===== src/rtl/stepper_pkg.sv =====
package stepper_pkg;

    localparam int PHASE_W = 6;
    localparam int MAG_W   = 8;
    localparam int QTR_W   = PHASE_W - 2;
    localparam int QTR     = 1 << QTR_W;

    typedef enum logic [1:0] {
        ST_SLEEP,
        ST_WAKE,
        ST_HOLD,
        ST_DRIVE
    } idx_state_t;

    typedef enum logic [1:0] {
        LVL_LOW,
        LVL_HIGH,
        LVL_OPEN
    } tri_lvl_t;

    function automatic tri_lvl_t tri_decode(input logic val, input logic z);
        if (z)        return LVL_OPEN;
        else if (val) return LVL_HIGH;
        else          return LVL_LOW;
    endfunction

    // quarter-wave magnitude, 255 * sin(k * 90deg / 16), k = 0..16
    function automatic logic [MAG_W-1:0] qsin(input logic [QTR_W:0] k);
        logic [MAG_W-1:0] m;
        case (k)
            5'd0:  m = 8'd0;
            5'd1:  m = 8'd25;
            5'd2:  m = 8'd50;
            5'd3:  m = 8'd74;
            5'd4:  m = 8'd98;
            5'd5:  m = 8'd120;
            5'd6:  m = 8'd142;
            5'd7:  m = 8'd162;
            5'd8:  m = 8'd180;
            5'd9:  m = 8'd197;
            5'd10: m = 8'd212;
            5'd11: m = 8'd225;
            5'd12: m = 8'd236;
            5'd13: m = 8'd244;
            5'd14: m = 8'd250;
            5'd15: m = 8'd254;
            default: m = 8'd255;
        endcase
        return m;
    endfunction

endpackage


===== src/rtl/step_edge_detect.sv =====
module step_edge_detect #(
    parameter int SYNC_STAGES = 2
) (
    input  logic clk,
    input  logic rst_n,
    input  logic async_in,
    output logic rise
);
    logic [SYNC_STAGES:0] pipe_q;

    always_ff @(posedge clk or negedge rst_n) begin
        if (!rst_n) pipe_q <= '0;
        else        pipe_q <= {pipe_q[SYNC_STAGES-1:0], async_in};
    end

    assign rise = pipe_q[SYNC_STAGES-1] & ~pipe_q[SYNC_STAGES];

    // one edge per transition, never two in a row
    p_single_edge_r1: assert property (@(posedge clk) disable iff (!rst_n)
        rise |=> !rise);

endmodule


===== src/rtl/step_mode_decode.sv =====
module step_mode_decode
    import stepper_pkg::*;
(
    input  logic               m0_val,
    input  logic               m0_z,
    input  logic               m1_val,
    input  logic               m1_z,
    output logic [PHASE_W-1:0] stride
);
    tri_lvl_t l0, l1;

    always_comb begin
        l0 = tri_decode(m0_val, m0_z);
        l1 = tri_decode(m1_val, m1_z);
        stride = PHASE_W'(QTR);                 // fallback: full step
        if (l1 == LVL_LOW) begin
            unique case (l0)
                LVL_LOW:  stride = PHASE_W'(QTR);
                LVL_HIGH: stride = PHASE_W'(1);
                LVL_OPEN: stride = PHASE_W'(2);
                default:  stride = PHASE_W'(QTR);
            endcase
        end else if (l1 == LVL_HIGH) begin
            unique case (l0)
                LVL_LOW:  stride = PHASE_W'(QTR / 2);
                LVL_HIGH: stride = PHASE_W'(QTR / 4);
                default:  stride = PHASE_W'(QTR);
            endcase
        end
    end

endmodule


===== src/rtl/phase_to_current.sv =====
module phase_to_current
    import stepper_pkg::*;
(
    input  logic               [PHASE_W-1:0] phase,
    input  tri_lvl_t                         torque,
    output logic signed        [MAG_W:0]     set_a,
    output logic signed        [MAG_W:0]     set_b
);
    logic signed [MAG_W:0] set_w [2];

    for (genvar w = 0; w < 2; w++) begin : g_winding
        // winding A leads by a quarter cycle (cosine), winding B is the sine
        localparam logic [PHASE_W-1:0] OFS = (w == 0) ? PHASE_W'(QTR) : '0;
        logic [PHASE_W-1:0] idx;
        logic [QTR_W:0]     k;
        logic [MAG_W-1:0]   mag;
        logic [MAG_W+1:0]   mag3;
        logic [MAG_W-1:0]   scaled;

        always_comb begin
            idx  = phase + OFS;
            k    = idx[QTR_W] ? (QTR_W+1)'(QTR) - {1'b0, idx[QTR_W-1:0]}
                              : {1'b0, idx[QTR_W-1:0]};
            mag  = qsin(k);
            mag3 = {2'b00, mag} + {1'b0, mag, 1'b0};
            unique case (torque)
                LVL_HIGH: scaled = mag3[MAG_W+1:2];
                LVL_OPEN: scaled = mag >> 1;
                default:  scaled = mag;
            endcase
            set_w[w] = idx[PHASE_W-1] ? -$signed({1'b0, scaled})
                                      :  $signed({1'b0, scaled});
        end
    end

    assign set_a = set_w[0];
    assign set_b = set_w[1];

endmodule


===== src/rtl/stepper_indexer.sv =====
module stepper_indexer
    import stepper_pkg::*;
#(
    parameter int FAULT_W  = 3,
    parameter int HOME_IDX = 8
) (
    input  logic                  clk,
    input  logic                  rst_n,
    input  logic                  step_in,
    input  logic                  dir_in,
    input  logic                  enable_in,
    input  logic                  sleep_n_in,
    input  logic                  m0_val,
    input  logic                  m0_z,
    input  logic                  m1_val,
    input  logic                  m1_z,
    input  logic                  trq_val,
    input  logic                  trq_z,
    input  logic [1:0]            decay_sel,
    input  logic [FAULT_W-1:0]    fault_in,
    output logic [PHASE_W-1:0]    phase_idx,
    output logic signed [MAG_W:0] coil_a_set,
    output logic signed [MAG_W:0] coil_b_set,
    output logic                  setpoint_upd,
    output logic [1:0]            decay_mode,
    output logic                  bridge_en,
    output logic                  asleep,
    output logic                  fault_n
);
    localparam logic [PHASE_W-1:0] HOME = PHASE_W'(HOME_IDX);

    idx_state_t            state_q, state_nx;
    logic                  step_rise;
    logic [PHASE_W-1:0]    stride;
    logic [PHASE_W-1:0]    phase_q, phase_nx;
    logic signed [MAG_W:0] lut_a, lut_b;
    logic signed [MAG_W:0] a_q, b_q;
    logic                  upd_q, load_nx;
    logic [1:0]            decay_q;
    logic                  fault_q;
    logic                  adv, enter_drive;

    step_edge_detect #(.SYNC_STAGES(2)) u_edge (
        .clk      (clk),
        .rst_n    (rst_n),
        .async_in (step_in),
        .rise     (step_rise)
    );

    step_mode_decode u_mode (
        .m0_val (m0_val),
        .m0_z   (m0_z),
        .m1_val (m1_val),
        .m1_z   (m1_z),
        .stride (stride)
    );

    phase_to_current u_lut (
        .phase  (phase_nx),
        .torque (tri_decode(trq_val, trq_z)),
        .set_a  (lut_a),
        .set_b  (lut_b)
    );

    // next-state logic
    always_comb begin
        state_nx = state_q;
        unique case (state_q)
            ST_SLEEP: if (sleep_n_in) state_nx = ST_WAKE;
            ST_WAKE:  if (!sleep_n_in)     state_nx = ST_SLEEP;
                      else if (enable_in)  state_nx = ST_DRIVE;
                      else                 state_nx = ST_HOLD;
            ST_HOLD:  if (!sleep_n_in)     state_nx = ST_SLEEP;
                      else if (enable_in)  state_nx = ST_DRIVE;
            ST_DRIVE: if (!sleep_n_in)     state_nx = ST_SLEEP;
                      else if (!enable_in) state_nx = ST_HOLD;
            default:  state_nx = ST_SLEEP;
        endcase
    end

    // state register
    always_ff @(posedge clk or negedge rst_n) begin
        if (!rst_n) state_q <= ST_SLEEP;
        else        state_q <= state_nx;
    end

    // datapath control
    always_comb begin
        adv         = (state_q == ST_DRIVE) && (state_nx == ST_DRIVE) && step_rise;
        enter_drive = (state_nx == ST_DRIVE) && (state_q != ST_DRIVE);
        load_nx     = adv || (state_q == ST_WAKE);
        phase_nx    = phase_q;
        if (state_q == ST_WAKE)  phase_nx = HOME;
        else if (adv)            phase_nx = dir_in ? phase_q + stride : phase_q - stride;
    end

    always_ff @(posedge clk or negedge rst_n) begin
        if (!rst_n) begin
            phase_q <= HOME;
            a_q     <= '0;
            b_q     <= '0;
            upd_q   <= 1'b0;
            decay_q <= '0;
            fault_q <= 1'b0;
        end else begin
            phase_q <= phase_nx;
            upd_q   <= load_nx;
            if (load_nx) begin
                a_q <= lut_a;
                b_q <= lut_b;
            end
            if (enter_drive) decay_q <= decay_sel;
            fault_q <= |fault_in;
        end
    end

    // outputs
    always_comb begin
        bridge_en    = (state_q == ST_DRIVE);
        asleep       = (state_q == ST_SLEEP);
        phase_idx    = phase_q;
        coil_a_set   = a_q;
        coil_b_set   = b_q;
        setpoint_upd = upd_q;
        decay_mode   = decay_q;
        fault_n      = ~fault_q;
    end

    p_phase_moves_with_upd_r1: assert property (@(posedge clk) disable iff (!rst_n)
        !$stable(phase_idx) |-> setpoint_upd);

    p_decay_only_on_enable_r5: assert property (@(posedge clk) disable iff (!rst_n)
        !$stable(decay_mode) |-> $rose(bridge_en));

    p_bridge_off_r6: assert property (@(posedge clk) disable iff (!rst_n)
        !enable_in |=> !bridge_en);

    p_enter_sleep_r7: assert property (@(posedge clk) disable iff (!rst_n)
        !sleep_n_in |=> (asleep && !bridge_en));

    p_fault_low_r9: assert property (@(posedge clk) disable iff (!rst_n)
        (|fault_in) |=> !fault_n);

endmodule


===== config.mk =====
export PLATFORM = sky130hd
export DESIGN_NAME = stepper_indexer
export DESIGN_NICKNAME = d
export VERILOG_FILES = /design/src/rtl/stepper_pkg.sv /design/src/rtl/step_edge_detect.sv /design/src/rtl/step_mode_decode.sv /design/src/rtl/phase_to_current.sv /design/src/rtl/stepper_indexer.sv
export SDC_FILE = /design/constraint.sdc
export NUM_CORES = 1
export LEC_CHECK = 0
export BUFFER_PORTS_ARGS = -buffer_cell sky130_fd_sc_hd__buf_2
export CAP_MARGIN = 20
export CORE_AREA = 2 2 103 105
export CTS_CLUSTER_SIZE = 25
export DETAILED_ROUTE_END_ITERATION = 7
export DIE_AREA = 0 0 105 107
export GPL_TIMING_DRIVEN = 0
export PLACE_DENSITY = 0.64
export SYNTH_ARGS = -nofsm -noshare
export SYNTH_HDL_FRONTEND = slang
export SYNTH_SLANG_ARGS = --single-unit

===== constraint.sdc =====
create_clock -name clk -period 6 [get_ports clk]
set_input_delay 0.6 -clock clk [delete_from_list [all_inputs] [get_ports clk]]
set_output_delay 0.6 -clock clk [all_outputs]
set_load 0.01 [all_outputs]

# ---- Yosys cells after proc, flatten, opt, wreduce, memory -nomap -nowiden
# Memories as Yosys holds them, arrays and structs flattened.
# Index checks and enable logic that the tools add are counted.
dict set report word_totals {
  reg_bits 33
  latch_bits 0
  ram_bits 0
  romBits 256
  inputBits 17
  out_inout_bits 30
  elab_cells 69
  memories 2
}
# memory depth word_bits rd rd_ports_with_merged_regs write_ports line_no
set mem_list {}
lappend mem_list {{(name not given)} 16 8 1 0 0 stepper_pkg.sv:30} ;# case (k)
lappend mem_list {{(name not given)} 16 8 1 0 0 stepper_pkg.sv:30}
dict set report classes {
  n_addsub 9
  mul 0
  div_mod_pow 0
  n_lt_le_gt_ge 0
  n_eq_ne 10
  n_shift 0
  muxes 29
  bitwise_logic 3
  reduce_logical 8
}
# operator n
set op_table {}
lappend op_table {{one-hot mux 8 bit (2 select lines)} 2}
lappend op_table {{2-to-1 mux 6 bit} 5}
lappend op_table {{adder 8 x 9 -> 10 bit} 2}
lappend op_table {{one-hot mux 5 bit (2 select lines)} 2}
lappend op_table {{2-to-1 mux 2 bit} 9}
lappend op_table {{2-to-1 mux 9 bit} 2}
lappend op_table {{negation 8 -> 9 bit} 2}
lappend op_table {{2-to-1 mux 8 bit} 2}
lappend op_table {{== test 2 bit (second input constant)} 5}
lappend op_table {{2-to-1 mux 5 bit} 2}
lappend op_table {{subtractor 5 x 4 -> 5 bit (first input constant)} 2}
lappend op_table {{== test 2 x 1 -> 1 bit (second input constant)} 4}
lappend op_table {{one-hot mux 2 bit (4 select lines)} 1}
lappend op_table {{adder 6 x 5 -> 6 bit (second input constant)} 1}
lappend op_table {{adder 6 bit} 1}
lappend op_table {{zero test 2 bit} 3}
lappend op_table {{subtractor 6 bit} 1}
lappend op_table {{2-to-1 mux 1 bit} 4}
lappend op_table {{logical AND 1 bit} 3}
lappend op_table {{OR reduction 3 bit} 1}
lappend op_table {{!= test 2 bit (second input constant)} 1}
lappend op_table {{inverter 1 bit} 2}
lappend op_table {{AND 1 bit} 1}
lappend op_table {{logical OR 1 bit} 1}

# ---- Longest topological paths before layout
# Gate-level depths: netlist of run 1.
# An unclocked memory read counts as a cell.
dict set report depth {
  depth_word 19
  mapped_depth 35
}

# ---- Modules after synthesis
# Synthesis of run 1 repeated with hierarchy kept, for this count alone.
dict set report hier_totals {
  cells_unflattened 470
  hier_area_um2 4021.4
}
# mod n_inst cells_per_inst area_per_inst_um2
set modules_own_cells {}
lappend modules_own_cells {phase_to_current 1 343 2379.8}
lappend modules_own_cells {stepper_indexer 1 115 1470.2}
lappend modules_own_cells {step_edge_detect 1 4 88.8}
lappend modules_own_cells {step_mode_decode 1 8 82.6}

# ---- Worst setup path after synthesis of run 1
# Ideal clock, no wire load.
dict set report synth_timing {
  path_kind {input -> register}
  start {input port m0_z}
  end {register b_q[7] (netlist: coil_b_set[7])}
  setup_time_ns 0.130
  t_arrival_ns 6.714
  slack_ns -0.844
  path_stages 31
  n_path_buf 3
  path_cell_list {clkbuf_1 nor4b_1 inv_1 ha_1 nand2_1 o21ai_0 fa_1 a211oi_2 o21ba_2 o21a_1 buf_2 buf_2 o21ai_0 ha_1 a211oi_1 mux2_2 a211o_1 o32ai_1 nand2b_1 ha_1 a21oi_1 o21bai_1 a21oi_1 o311ai_1 o31a_1 o21ai_0 mux2i_1 o21ai_1 o41ai_2 xnor2_1 o21ai_1}
}
dict set report synth_between {
  elab_chain_len 17
  word_cells_on_any_way 21
}
# element line_no
set synth_rtl {}
lappend synth_rtl {{start: declaration} stepper_indexer.sv:14} ;# input logic m0_z,
lappend synth_rtl {{2-to-1 mux 2 bit *} stepper_pkg.sv:22} ;# if (z) return LVL_OPEN;
lappend synth_rtl {{== test 2 x 1 -> 1 bit or zero test 2 bit (tied branches)} {step_mode_decode.sv:17, step_mode_decode.sv:24}}
lappend synth_rtl {{one-hot mux 5 bit (2 select lines)} step_mode_decode.sv:24} ;# unique case (l0)
lappend synth_rtl {{2-to-1 mux 6 bit} step_mode_decode.sv:23} ;# end else if (l1 == LVL_HIGH) begin
lappend synth_rtl {{2-to-1 mux 6 bit *} step_mode_decode.sv:16} ;# if (l1 == LVL_LOW) begin
lappend synth_rtl {{subtractor 6 bit or adder 6 bit (tied branches)} stepper_indexer.sv:94} ;# else if (adv) phase_nx = dir_in ? phase_q + stride : phase_q - stride;
lappend synth_rtl {{2-to-1 mux 6 bit * (2 in a row)} stepper_indexer.sv:94}
lappend synth_rtl {{2-to-1 mux 6 bit *} stepper_indexer.sv:93} ;# if (state_q == ST_WAKE) phase_nx = HOME;
lappend synth_rtl {{subtractor 5 x 4 -> 5 bit} phase_to_current.sv:22} ;# k = idx[QTR_W] ? (QTR_W+1)'(QTR) - {1'b0, idx[QTR_W-1:0]}
lappend synth_rtl {{2-to-1 mux 5 bit} phase_to_current.sv:22}
lappend synth_rtl {{memory read (16 x 8 bit)} n/a}
lappend synth_rtl {{2-to-1 mux 8 bit} stepper_pkg.sv:30}
lappend synth_rtl {{adder 8 x 9 -> 10 bit} phase_to_current.sv:25} ;# mag3 = {2'b00, mag} + {1'b0, mag, 1'b0};
lappend synth_rtl {{one-hot mux 8 bit (2 select lines)} phase_to_current.sv:26} ;# unique case (torque)
lappend synth_rtl {{negation 8 -> 9 bit} phase_to_current.sv:31} ;# set_w[w] = idx[PHASE_W-1] ? -$signed({1'b0, scaled})
lappend synth_rtl {{2-to-1 mux 9 bit *} phase_to_current.sv:31}
lappend synth_rtl {{end signal: assignment} stepper_indexer.sv:110} ;# b_q <= lut_b;
lappend synth_rtl {{end: declaration} stepper_indexer.sv:37} ;# logic signed [MAG_W:0] a_q, b_q;
# Every way passes the cells marked *; elsewhere a longest branch is shown, timed or not.
# A chain may end at the register's enable or synchronous reset.

# ---- Worst setup path in the final report of run 1
dict set report layout_timing {
  start {input port m1_val}
  end {register b_q[6] (netlist: coil_b_set[6])}
}
dict set report layout_between {
  elab_chain_len 17
  word_cells_on_any_way 19
}
# element line_no
set layout_rtl {}
lappend layout_rtl {{start: declaration} stepper_indexer.sv:15} ;# input logic m1_val,
lappend layout_rtl {{2-to-1 mux 1 bit *} stepper_pkg.sv:23} ;# else if (val) return LVL_HIGH;
lappend layout_rtl {{2-to-1 mux 2 bit *} stepper_pkg.sv:22}
lappend layout_rtl {{== test 2 x 1 -> 1 bit} step_mode_decode.sv:23}
lappend layout_rtl {{2-to-1 mux 6 bit} step_mode_decode.sv:23}
lappend layout_rtl {{2-to-1 mux 6 bit *} step_mode_decode.sv:16}
lappend layout_rtl {{subtractor 6 bit or adder 6 bit (tied branches)} stepper_indexer.sv:94}
lappend layout_rtl {{2-to-1 mux 6 bit * (2 in a row)} stepper_indexer.sv:94}
lappend layout_rtl {{2-to-1 mux 6 bit *} stepper_indexer.sv:93}
lappend layout_rtl {{subtractor 5 x 4 -> 5 bit} phase_to_current.sv:22}
lappend layout_rtl {{2-to-1 mux 5 bit} phase_to_current.sv:22}
lappend layout_rtl {{memory read (16 x 8 bit)} n/a}
lappend layout_rtl {{2-to-1 mux 8 bit} stepper_pkg.sv:30}
lappend layout_rtl {{adder 8 x 9 -> 10 bit} phase_to_current.sv:25}
lappend layout_rtl {{one-hot mux 8 bit (2 select lines)} phase_to_current.sv:26}
lappend layout_rtl {{negation 8 -> 9 bit} phase_to_current.sv:31}
lappend layout_rtl {{2-to-1 mux 9 bit *} phase_to_current.sv:31}
# Marked as above.

==> results.sh, run 1 <==
export IMPL_syn_nets=605
export IMPL_asyncSetResetFlopFracSynth_pct=100
export IMPL_syn2layout_area_growth_pct=31.1
export IMPL_outcome="finished, violations left"
export IMPL_antenna_found_initial=0
export IMPL_synthesis_area_mm2=0.00446
export IMPL_power_mw=0.872
export IMPL_numPortBuffers=44
export IMPL_rsz0062_at_grt="yes"
export IMPL_slowest_delay_ps=420
export IMPL_vias=4809
export IMPL_yosys_register_bits=33
export IMPL_max_cap_violations=0
export IMPL_layout_common_cells="buf_2 (45), nand2_1 (39), buf_4 (38), nor2_1 (33), dfrtp_1 (32)"
export IMPL_initial_core_util_pct=44.2
export IMPL_route_detailed_drc=0
export IMPL_power_leakage_nw=2.56
export IMPL_hold_viol_final=0
export IMPL_ios=47
export IMPL_ant_nets=0
export IMPL_grt_overflow=0
export IMPL_track_usage_pct=24.3
export IMPL_period_needed_ps=6090
export IMPL_syn_area_per_cell_um2=8.15
export IMPL_pwr_share_seq_pct=31.3
export IMPL_numCtsBuffers=5
export IMPL_cp_max_fo=7
export IMPL_ys_flop_type="dfrtp_1"
export IMPL_min_from="u_edge.pipe_q[0]"
export IMPL_relSlewSlack_pct=21.8
export IMPL_routed_wirelength_um=14100
export IMPL_die_width_um=105
export IMPL_clock_path_buffers=2
export IMPL_end_kind="flip-flop"
export IMPL_fmax_ghz=0.164
export IMPL_fin_ws_ps=-88.6
export IMPL_cp_slowest_cell="a311o_1"
export IMPL_crit_type="in -> reg"
export IMPL_clock_root_buffer="clkbuf_8"
export IMPL_vdd_drop_max_mv=0.109
export IMPL_hold_path_class="reg -> reg"
export IMPL_grt_max_degree=34
export IMPL_net_switching_power_mw=0.340
export IMPL_violations="negative setup slack"
export IMPL_synth_edf_count=0
export IMPL_pwr_density_cell_mw_per_mm2=149
export IMPL_r2r_start="phase_idx[0]"
export IMPL_seq_area_frac_synth_pct=18.5
export IMPL_netlist_instances=548
export IMPL_wl_per_cell_um=18.1
export IMPL_core_mm2=0.0101
export IMPL_worstHoldPathCells=0
export IMPL_fp_dieH_um=107
export IMPL_htree_levels=2
export IMPL_final_common_cell="buf_2"
export IMPL_fin_worst_skew_ps=8.48
export IMPL_drive_above_1_share_pct=35.4
export IMPL_post_dp_hpwl_um=10300
export IMPL_clk_pin_slew_ps=70
export IMPL_slew_violations=0
export IMPL_grt_pass1_wl_um=22300
export IMPL_critPathTopFamily="compound AO/OA/AOI/OAI gates"
export IMPL_cp_start_kind="input port"
export IMPL_fin_util_pct=58.0
export IMPL_multiInputGateArea_mm2=0.00394
export IMPL_cp_arrival_ps=6250
export IMPL_pwr_share_comb_pct=50.5
export IMPL_clkLatencyLatePin_ps=280
export IMPL_dr_pass1_iters=6
export IMPL_p_clk_share_pct=18.1
export IMPL_nFillCells=918
export IMPL_area_sequential_um2=827
export IMPL_path_buf_inv=6
export IMPL_numClockSinks=33
export IMPL_yosys_warnings=0
export IMPL_setup_violations=3
export IMPL_die_area_mm2=0.0112
export IMPL_cp_data_required_time_ps=6160
export IMPL_fin_nets=695
export IMPL_min_period_over_period_pct=101
export IMPL_place_gp_congestion=0.910
export IMPL_grt_pass1_vias=4566
export IMPL_hold_end="u_edge.pipe_q[1]"
export IMPL_ys_types=98
export IMPL_swShare_pct=39.0
export IMPL_tritoncts="yes"
export IMPL_rrSetupSlack_ps=380
export IMPL_reg2reg_depth=24
export IMPL_drtIter0Drc=388
export IMPL_intPower_mw=0.532
export IMPL_diodes=0
export IMPL_timing_rr_end="coil_b_set[6]"
export IMPL_rows=37
export IMPL_dp_cells=728
export IMPL_tightest_slew_ps=1160
export IMPL_vias_per_cell=6.21
export IMPL_stdcell_count=775
==> stage by stage <==
step | instance area (um^2) | hold WS, ps | TNS, ps | setup WS (ps)
floorplan | 4670 | 304 | -174 | -99.7
global placement | 5060 | 355 | -9990 | -995
detailed placement | 5060 | 344 | -10650 | -1010
CTS | 5490 | 373 | 0 | 2.32
global route | 5850 | 376 | -1840 | -327
finish | 5850 | 375 | -114 | -88.6
==> sequential cells by signal, indices dropped and copies added, names as in the netlist <==
name and flops:
coil_a_set 9, decay_mode 2, u_edge.pipe_q 3, coil_b_set 9
state_q 2, fault_q 1, phase_idx 6, setpoint_upd 1
==> cell families (layout without fill, tap and decap cells) <==
| kind of cell | after synthesis | count (layout) | synth area share [%] |
|---|---|---|---|
| AND/OR/NAND/NOR | 184 | 184 | 22.5 |
| XOR/XNOR | 24 | 24 | 5.61 |
| flip-flops | 33 | 33 | 18.5 |
| multiplexers | 14 | 14 | 3.56 |
| adder cells (fa/ha/maj) | 40 | 40 | 11.7 |
| AO/OA/AOI/OAI | 199 | 199 | 32.6 |
| buffers and inverters | 54 | 145 | 5.47 |
==> power by group through the flow <==
stage | Sequential, mW | Clock, mW | Combinational (mW)
CTS | 0.273 | 0.165 | 0.398
global route | 0.278 | 0.175 | 0.477
floorplan | 0.291 | 0 | 0.242
detailed placement | 0.277 | 0 | 0.360
global placement | 0.275 | 0 | 0.354
finish | 0.273 | 0.158 | 0.441
==> worst max-delay path by stage <==
stage,cells after the start,end,from
2_1_floorplan,32,coil_b_set[7],m1_val
3_3_place_gp,19,coil_b_set[7],m1_z
3_5_place_dp,19,coil_b_set[6],m1_z
4_1_cts,31,coil_b_set[7],m1_val
5_1_grt,29,coil_b_set[6],m1_val
6_report,29,coil_b_set[6],m1_val
==> cell type report <==
class | count | share of cell area (%)
tap | 136 | 2.91
inverter | 33 | 2.39
clock buffer | 6 | 1.24
timing repair buffer | 85 | 9.66
sequential | 33 | 14.1
buffer | 19 | 2.22
multi-input combinational | 461 | 67.3
clock inverter | 2 | 0.171
==> synthesized netlist by cell type (6+ instances only) <==
cell type | n | area (um^2)
o211ai_1 | 10 | 75.1
nor3_1 | 12 | 60.1
nand2_1 | 44 | 165
nor2_1 | 34 | 128
xor2_1 | 7 | 61.3
a21oi_1 | 37 | 185
o21ai_1 | 13 | 65.1
xnor2_1 | 14 | 123
nor4_1 | 9 | 56.3
a21o_1 | 8 | 60.1
clkbuf_1 | 13 | 48.8
o21ai_0 | 35 | 175
dfrtp_1 | 32 | 801
inv_1 | 28 | 105
and3_1 | 7 | 43.8
ha_1 | 37 | 463
and2_1 | 8 | 50.1
mux2i_1 | 8 | 80.1
nor2b_1 | 6 | 37.5
a211oi_1 | 9 | 67.6
o31ai_1 | 8 | 60.1
nand3_1 | 21 | 105
==> repair_timing <==
item                       in CTS  in global routing
setup endpoints to repair      13                 12
pin swaps                      34                 42
setup buffers                  29                 12
gates cloned                    0                  0
hold buffers                    0                  0
gates resized for setup        27                 61
==> routing by layer <==
layer | vias up | global-route usage, % | wire, um
li1 | 2276 | - | -
met1 | 2265 | 32.0 | 6220
met2 | 230 | 39.7 | 6410
met3 | 38 | 4.44 | 1010
met4 | 0 | 9.33 | 413
met5 | - | 0 | 0
No activity file was read; power rests on OpenSTA's default activity.
==> run 2, diff against run 1 <==
--- a/config.mk
+++ b/config.mk
@@ -7,12 +7,14 @@
 export LEC_CHECK = 0
 export BUFFER_PORTS_ARGS = -buffer_cell sky130_fd_sc_hd__buf_2
 export CAP_MARGIN = 20
-export CORE_AREA = 2 2 103 105
+export CELL_PAD_IN_SITES_DETAIL_PLACEMENT = 2
+export CELL_PAD_IN_SITES_GLOBAL_PLACEMENT = 2
+export CORE_AREA = 2 2 120 122
 export CTS_CLUSTER_SIZE = 25
 export DETAILED_ROUTE_END_ITERATION = 7
-export DIE_AREA = 0 0 105 107
+export DIE_AREA = 0 0 122 124
 export GPL_TIMING_DRIVEN = 0
-export PLACE_DENSITY = 0.64
+export PLACE_DENSITY = 0.76
 export SYNTH_ARGS = -nofsm -noshare
 export SYNTH_HDL_FRONTEND = slang
 export SYNTH_SLANG_ARGS = --single-unit
==> run 2 against run 1 <==
Compared with the run above: sequential share of layout area decreased by 1.1 points; core utilization shrank 12 points; combinational power up 20%; clock power is 56% higher; fmax down 6.8%; critical path depth rose by 3; the flow still finishes with violations (negative setup slack); first-iteration DRC count shrank 34%; total power grew 21%; flip-flop and latch count unchanged; cell count up 8.9%; non-clock buffer count is 25 higher.
==> results.sh, run 2 (synthesis gave the netlist of run 1 again) <==
export IMPL_tightest_slew_ps=1060
export IMPL_cp_start_kind="input port"
export IMPL_fin_worst_skew_ps=4.78
export IMPL_numCtsBuffers=5
export IMPL_dr_pass1_iters=5
export IMPL_nFillCells=1486
export IMPL_post_dp_hpwl_um=13600
export IMPL_relSlewSlack_pct=28.5
export IMPL_drive_above_1_share_pct=39.3
export IMPL_routed_wirelength_um=22300
export IMPL_hold_path_class="reg -> reg"
export IMPL_place_gp_congestion=0.890
export IMPL_tritoncts="yes"
export IMPL_end_kind="flip-flop"
export IMPL_syn2layout_area_growth_pct=41.8
export IMPL_slew_violations=0
export IMPL_violations="negative setup slack"
export IMPL_clock_root_buffer="clkbuf_16"
export IMPL_vias=5339
export IMPL_layout_common_cells="buf_4 (58), buf_2 (45), nand2_1 (38), nor2_1 (33), dfrtp_1 (32)"
export IMPL_ios=47
export IMPL_cp_arrival_ps=6690
export IMPL_power_leakage_nw=2.72
export IMPL_outcome="finished, violations left"
export IMPL_ant_nets=0
export IMPL_vdd_drop_max_mv=0.115
export IMPL_die_area_mm2=0.0151
export IMPL_vias_per_cell=6.33
export IMPL_die_width_um=122
export IMPL_cp_data_required_time_ps=6160
export IMPL_clkLatencyLatePin_ps=280
export IMPL_worstHoldPathCells=0
export IMPL_pwr_density_cell_mw_per_mm2=166
export IMPL_initial_core_util_pct=32.5
export IMPL_grt_overflow=0
export IMPL_route_detailed_drc=0
export IMPL_antenna_found_initial=0
export IMPL_setup_violations=11
export IMPL_numClockSinks=33
export IMPL_rows=43
export IMPL_pre_cts_slack_ps=-1350
export IMPL_rrSetupSlack_ps=-50
export IMPL_wl_per_cell_um=26.4
export IMPL_max_cap_violations=0
export IMPL_rsz0062_at_grt="yes"
export IMPL_diodes=0
export IMPL_hold_viol_final=0
export IMPL_htree_levels=2
export IMPL_grt_pass1_wl_um=29700
export IMPL_period_needed_ps=6530
export IMPL_min_period_over_period_pct=109
export IMPL_numPortBuffers=44
export IMPL_fmax_ghz=0.153
export IMPL_power_mw=1.05
export IMPL_reg2reg_depth=27
export IMPL_fin_nets=720
export IMPL_core_mm2=0.0137
export IMPL_grt_pass1_vias=5341
export IMPL_track_usage_pct=25.1
export IMPL_clock_path_buffers=2
export IMPL_final_common_cell="buf_4"
export IMPL_grt_max_degree=34
export IMPL_drtIter0Drc=256
export IMPL_clk_pin_slew_ps=50
export IMPL_slowest_delay_ps=410
export IMPL_postCtsHoldBufs=0
export IMPL_area_sequential_um2=827
export IMPL_cp_max_fo=6
export IMPL_fp_dieH_um=124
export IMPL_crit_type="in -> reg"
export IMPL_multiInputGateArea_mm2=0.00408
export IMPL_cp_slowest_cell="ha_2"
export IMPL_fin_ws_ps=-533
==> run 2: cell types whose count changed in the layout (fill, tap and decap cells not counted), moves of 3 or more <==
cell and delta:
o21ai_1 +3, nand3_1 +3, nand3_2 -3, buf_4 +20, a21oi_1 -5, a21oi_2 +3, buf_6 +3, ha_4 +3
o21ai_0 -6, clkbuf_8 -5, clkbuf_16 +5
==> run 2: timing repair <==
action                     4_1_cts  5_1_grt
gates resized for setup         63       60
setup endpoints to repair       16       16
hold endpoints to repair         0        0
pin swaps                       42       46
setup buffers                   44       22
gates cloned                     0        0
==> run 2: final timing paths <==
check / from / end
min in group asynchronous: rst_n / u_edge.pipe_q[2]
max in group asynchronous: rst_n / coil_a_set[8]
worst max register to register: phase_idx[0] / coil_b_set[6]
worst min-delay path: u_edge.pipe_q[0] / u_edge.pipe_q[1]
worst min register to register: u_edge.pipe_q[0] / u_edge.pipe_q[1]
worst max-delay path: m0_z / coil_b_set[6]
==> run 2: final cells by class <==
type                    count  area share (%)
clock buffers               6            2.04
repair buffers            109            12.0
flip-flops and latches     33            13.1
plain buffers              20            2.49
multi-input cells         461            64.5
clock inverters             2           0.158
well taps                 180            3.56
inverters                  33            2.25
==> run 2: metal layers <==
layer / part of all wire (%) / global-route usage, % / vias up / routed length (um)
met5: 0 / 0 / - / 0
met4: 3.8 / 7.11 / 0 / 850
met3: 5.9 / 2.15 / 64 / 1320
met2: 50 / 44.9 / 238 / 11100
met1: 40 / 32.2 / 2716 / 8990
li1: - / - / 2321 / -
==> run 2: power by group <==
group	internal, mW	total, mW	switching (mW)	leakage [nW]
Combinational	0.227	0.530	0.303	2.24
Sequential	0.256	0.276	0.0200	0.411
Clock	0.152	0.247	0.0952	0.0706
Total	0.635	1.05	0.418	2.72
==> run 2: stage by stage <==
stage               instances  hold WS, ps  area, um^2  TNS, ps  util (%)
floorplan                 548          304        4670     -174         -
global placement          772          349        5120   -12130      37.3
global route              844          360        6330    -6440      46.1
CTS                       823          358        5890     -799      42.9
finish                    844          355        6330    -3510      46.1
detailed placement        772          343        5120   -15310      37.3
==> run 2: worst max-delay path: cells and delay by family <==
| family | cells | cell delay [ps] |
|---|---|---|
| buf+inv | 9 | 1030 |
| mux | 2 | 520 |
| xor+xnor | 2 | 380 |
| simple gates | 2 | 500 |
| fa+ha+maj | 4 | 1030 |
| compound gates | 13 | 2590 |
==> run 3, diff against run 2 <==
--- a/config.mk
+++ b/config.mk
@@ -5,16 +5,18 @@
 export SDC_FILE = /design/constraint.sdc
 export NUM_CORES = 1
 export LEC_CHECK = 0
+export ABC_AREA = 1
 export BUFFER_PORTS_ARGS = -buffer_cell sky130_fd_sc_hd__buf_2
-export CAP_MARGIN = 20
+export CAP_MARGIN = 5
 export CELL_PAD_IN_SITES_DETAIL_PLACEMENT = 2
 export CELL_PAD_IN_SITES_GLOBAL_PLACEMENT = 2
-export CORE_AREA = 2 2 120 122
+export CORE_AREA = 2 2 116 118
 export CTS_CLUSTER_SIZE = 25
 export DETAILED_ROUTE_END_ITERATION = 7
-export DIE_AREA = 0 0 122 124
+export DIE_AREA = 0 0 118 120
 export GPL_TIMING_DRIVEN = 0
-export PLACE_DENSITY = 0.76
+export HOLD_SLACK_MARGIN = 0.15
+export PLACE_DENSITY = 0.77
 export SYNTH_ARGS = -nofsm -noshare
 export SYNTH_HDL_FRONTEND = slang
 export SYNTH_SLANG_ARGS = --single-unit
==> run 3 against run 2 <==
Compared with the run above: first-iteration DRC count decreased by 45%; wire length decreased by 43%; via count down 26%; total power decreased by 24%; non-clock buffer count down 76; die area shrank 6.4%; synthesized cell count is 5.3% higher; final area shrank 29%; the flow now finishes without violations; critical path depth up 3; cell count decreased by 4.3%; combinational power decreased by 48%.
==> results.sh, run 3 <==
export IMPL_cp_arrival_ps=5760
export IMPL_vias_per_cell=4.89
export IMPL_drive_above_1_share_pct=21.8
export IMPL_synth_top_family_by_area="simple AND/OR/NAND/NOR gates"
export IMPL_synth_fa_ha_area_share_pct=13.7
export IMPL_clk_pin_slew_ps=60
export IMPL_min_period_over_period_pct=92.4
export IMPL_numClockSinks=33
export IMPL_ys_types=46
export IMPL_cp_max_fo=6
export IMPL_cp_slowest_cell="fa_2"
export IMPL_crit_path_frequent_cell="nand2_1"
export IMPL_clock_root_buffer="clkbuf_16"
export IMPL_crit_start="m1_val"
export IMPL_routed_wirelength_um=12800
export IMPL_die_width_um=118
export IMPL_layout_common_cells="nand2_1 (166), inv_1 (67), nand3_1 (63), nor2_1 (50), buf_2 (47)"
export IMPL_area_sequential_um2=827
export IMPL_ios=47
export IMPL_netlist_instances=577
export IMPL_synth_xor_xnor_area_share_pct=2.29
export IMPL_fp_dieH_um=120
export IMPL_fmax_ghz=0.180
export IMPL_track_usage_pct=18.8
export IMPL_synth_top_cell_area_share_pct=20.9
export IMPL_fin_nets=688
export IMPL_tritoncts="yes"
export IMPL_rsz0062_at_grt="yes"
export IMPL_synth_mux_area_share_pct=0.588
export IMPL_place_gp_congestion=0.822
export IMPL_vdd_drop_max_mv=0.0921
export IMPL_end_kind="flip-flop"
export IMPL_syn_area_per_cell_um2=6.64
export IMPL_hold_viol_final=0
export IMPL_wl_per_cell_um=15.8
export IMPL_post_dp_hpwl_um=10800
export IMPL_tightest_slew_ps=799
export IMPL_clock_path_buffers=2
export IMPL_asyncSetResetFlopFracSynth_pct=100
export IMPL_initial_core_util_pct=29.5
export IMPL_seq_area_frac_synth_pct=21.6
export IMPL_yosysTopAreaCell="dfrtp_1"
export IMPL_numPortBuffers=46
export IMPL_crit_type="in -> reg"
export IMPL_postCtsHoldBufs=0
export IMPL_ant_nets=0
export IMPL_synth_top_cells_by_area="dfrtp_1 (21%), nand2_1 (16%), ha_1 (12%)"
export IMPL_pre_cts_slack_ps=-154
export IMPL_syn_nets=634
export IMPL_synthesis_area_mm2=0.00383
export IMPL_clkLatencyLatePin_ps=280
export IMPL_slew_violations=0
export IMPL_grt_overflow=0
export IMPL_yosysMostFrequentCell="nand2_1"
export IMPL_relSlewSlack_pct=46.6
export IMPL_pwr_density_cell_mw_per_mm2=178
export IMPL_rows=42
export IMPL_grt_pass1_wl_um=21900
export IMPL_cp_data_required_time_ps=6210
export IMPL_yosys_top_cells_count="nand2_1 (166), inv_1 (67), nand3_1 (64), nor2_1 (51), ha_1 (37)"
export IMPL_grt_pass1_vias=4425
export IMPL_ys_flop_type="dfrtp_1"
export IMPL_synth_compound_area_share_pct=8.85
export IMPL_r2r_start="phase_idx[0]"
export IMPL_outcome="finished, final reports clean"
export IMPL_multiInputGateArea_mm2=0.00270
export IMPL_die_area_mm2=0.0142
export IMPL_fin_worst_skew_ps=6.84
export IMPL_slowest_delay_ps=520
export IMPL_power_leakage_nw=2.36
export IMPL_grt_max_degree=34
export IMPL_htree_levels=2
export IMPL_setup_violations=0
export IMPL_diodes=0
export IMPL_min_from="u_edge.pipe_q[0]"
export IMPL_yosys_register_bits=33
export IMPL_vias=3951
export IMPL_core_mm2=0.0130
export IMPL_synth_edf_count=0
export IMPL_hold_path_class="reg -> reg"
export IMPL_cp_start_kind="input port"
export IMPL_power_mw=0.796
export IMPL_drtIter0Drc=141
export IMPL_max_cap_violations=0
export IMPL_antenna_found_initial=0
export IMPL_synthSimpleGateAreaFrac_pct=44.0
export IMPL_dr_pass1_iters=4
export IMPL_numCtsBuffers=5
export IMPL_yosys_warnings=0
export IMPL_fin_ws_ps=457
export IMPL_period_needed_ps=5540
export IMPL_nFillCells=1641
export IMPL_final_common_cell="nand2_1"
export IMPL_route_detailed_drc=0
export IMPL_syn2layout_area_growth_pct=16.8
## run 3: cell types whose count changed in the layout (fill, tap and decap cells not counted), moves of 10 or more
cell     previous run  this run
buf_6              12         1
ha_1               22        36
a21oi_2            12         2
nor2_1             33        50
ha_4               11         1
inv_2               4        14
inv_1              24        67
nand2_1            38       166
o21ai_1            15         4
nand3_1            21        63
nand3_2             0        14
buf_4              58         1
## run 3: kinds of logic (layout without fill, tap and decap cells)
| logic type | Yosys count | count (layout) |
|---|---|---|
| AO/OA/AOI/OAI | 55 | 55 |
| XOR/XNOR | 10 | 10 |
| adder cells (fa/ha/maj) | 40 | 40 |
| buffers and inverters | 89 | 144 |
| flip-flops | 33 | 33 |
| multiplexers | 2 | 2 |
| AND/OR/NAND/NOR | 348 | 348 |
## run 3: power breakdown
part           total [mW]  switching [mW]  internal [mW]
clock network       0.247          0.0947          0.152
registers           0.276          0.0194          0.257
logic               0.273           0.176         0.0968
total               0.796           0.290          0.506
## run 3: path summary, 6_finish.rpt
kind                       slack, ps  depth (start not counted)          endpoint
setup / recovery                 460                         35     coil_b_set[7]
min in group asynchronous        390                          1     coil_a_set[5]
setup reg to reg                1000                         30     coil_b_set[7]
hold / removal                   370                          0  u_edge.pipe_q[1]
max in group asynchronous       5120                          1     decay_mode[0]
hold reg to reg                  370                          0  u_edge.pipe_q[1]
## run 3: stage by stage
step           cells  TNS, ps  utilization [%]  cell area [um^2]  hold slack, ps
2_1_floorplan    577        0                -              3830             304
3_3_place_gp     799        0             33.0              4280             333
3_5_place_dp     799     -573             33.0              4280             358
4_1_cts          807        0             34.0              4420             371
5_1_grt          808    -53.2             34.5              4470             375
6_report         808        0             34.5              4470             368
## run 3: layout make-up
cell class / instances / share of cell area [%]
Buffer: 6 / 0.699
Clock buffer: 6 / 2.88
Clock inverter: 2 / 0.224
Inverter: 83 / 6.99
Multi-Input combinational cell: 455 / 60.5
Sequential cell: 33 / 18.5
Tap cell: 176 / 4.92
Timing Repair Buffer: 47 / 5.32
## run 3: what timing repair did
| action | in CTS | in global routing |
|---|---|---|
| resized for setup | 0 | 11 |
| buffers inserted | 0 | 1 |
| setup endpoints to repair | 0 | 7 |
## run 3: per-layer routing
layer,vias to the layer above,track usage [%],wire length [um]
li1,1962,-,-
met1,1939,23.7,5960
met2,41,34.8,6500
met3,9,1.71,217
met4,0,3.69,112
met5,-,0,0
## run 3: worst max-delay path, delay by kind of cell
family                     cells  cell delay (ps)
and+or+nand+nor               20             2040
buffers and inverters          5              400
AOI/OAI and AO/OA              5              840
adders and majority gates      5             1860
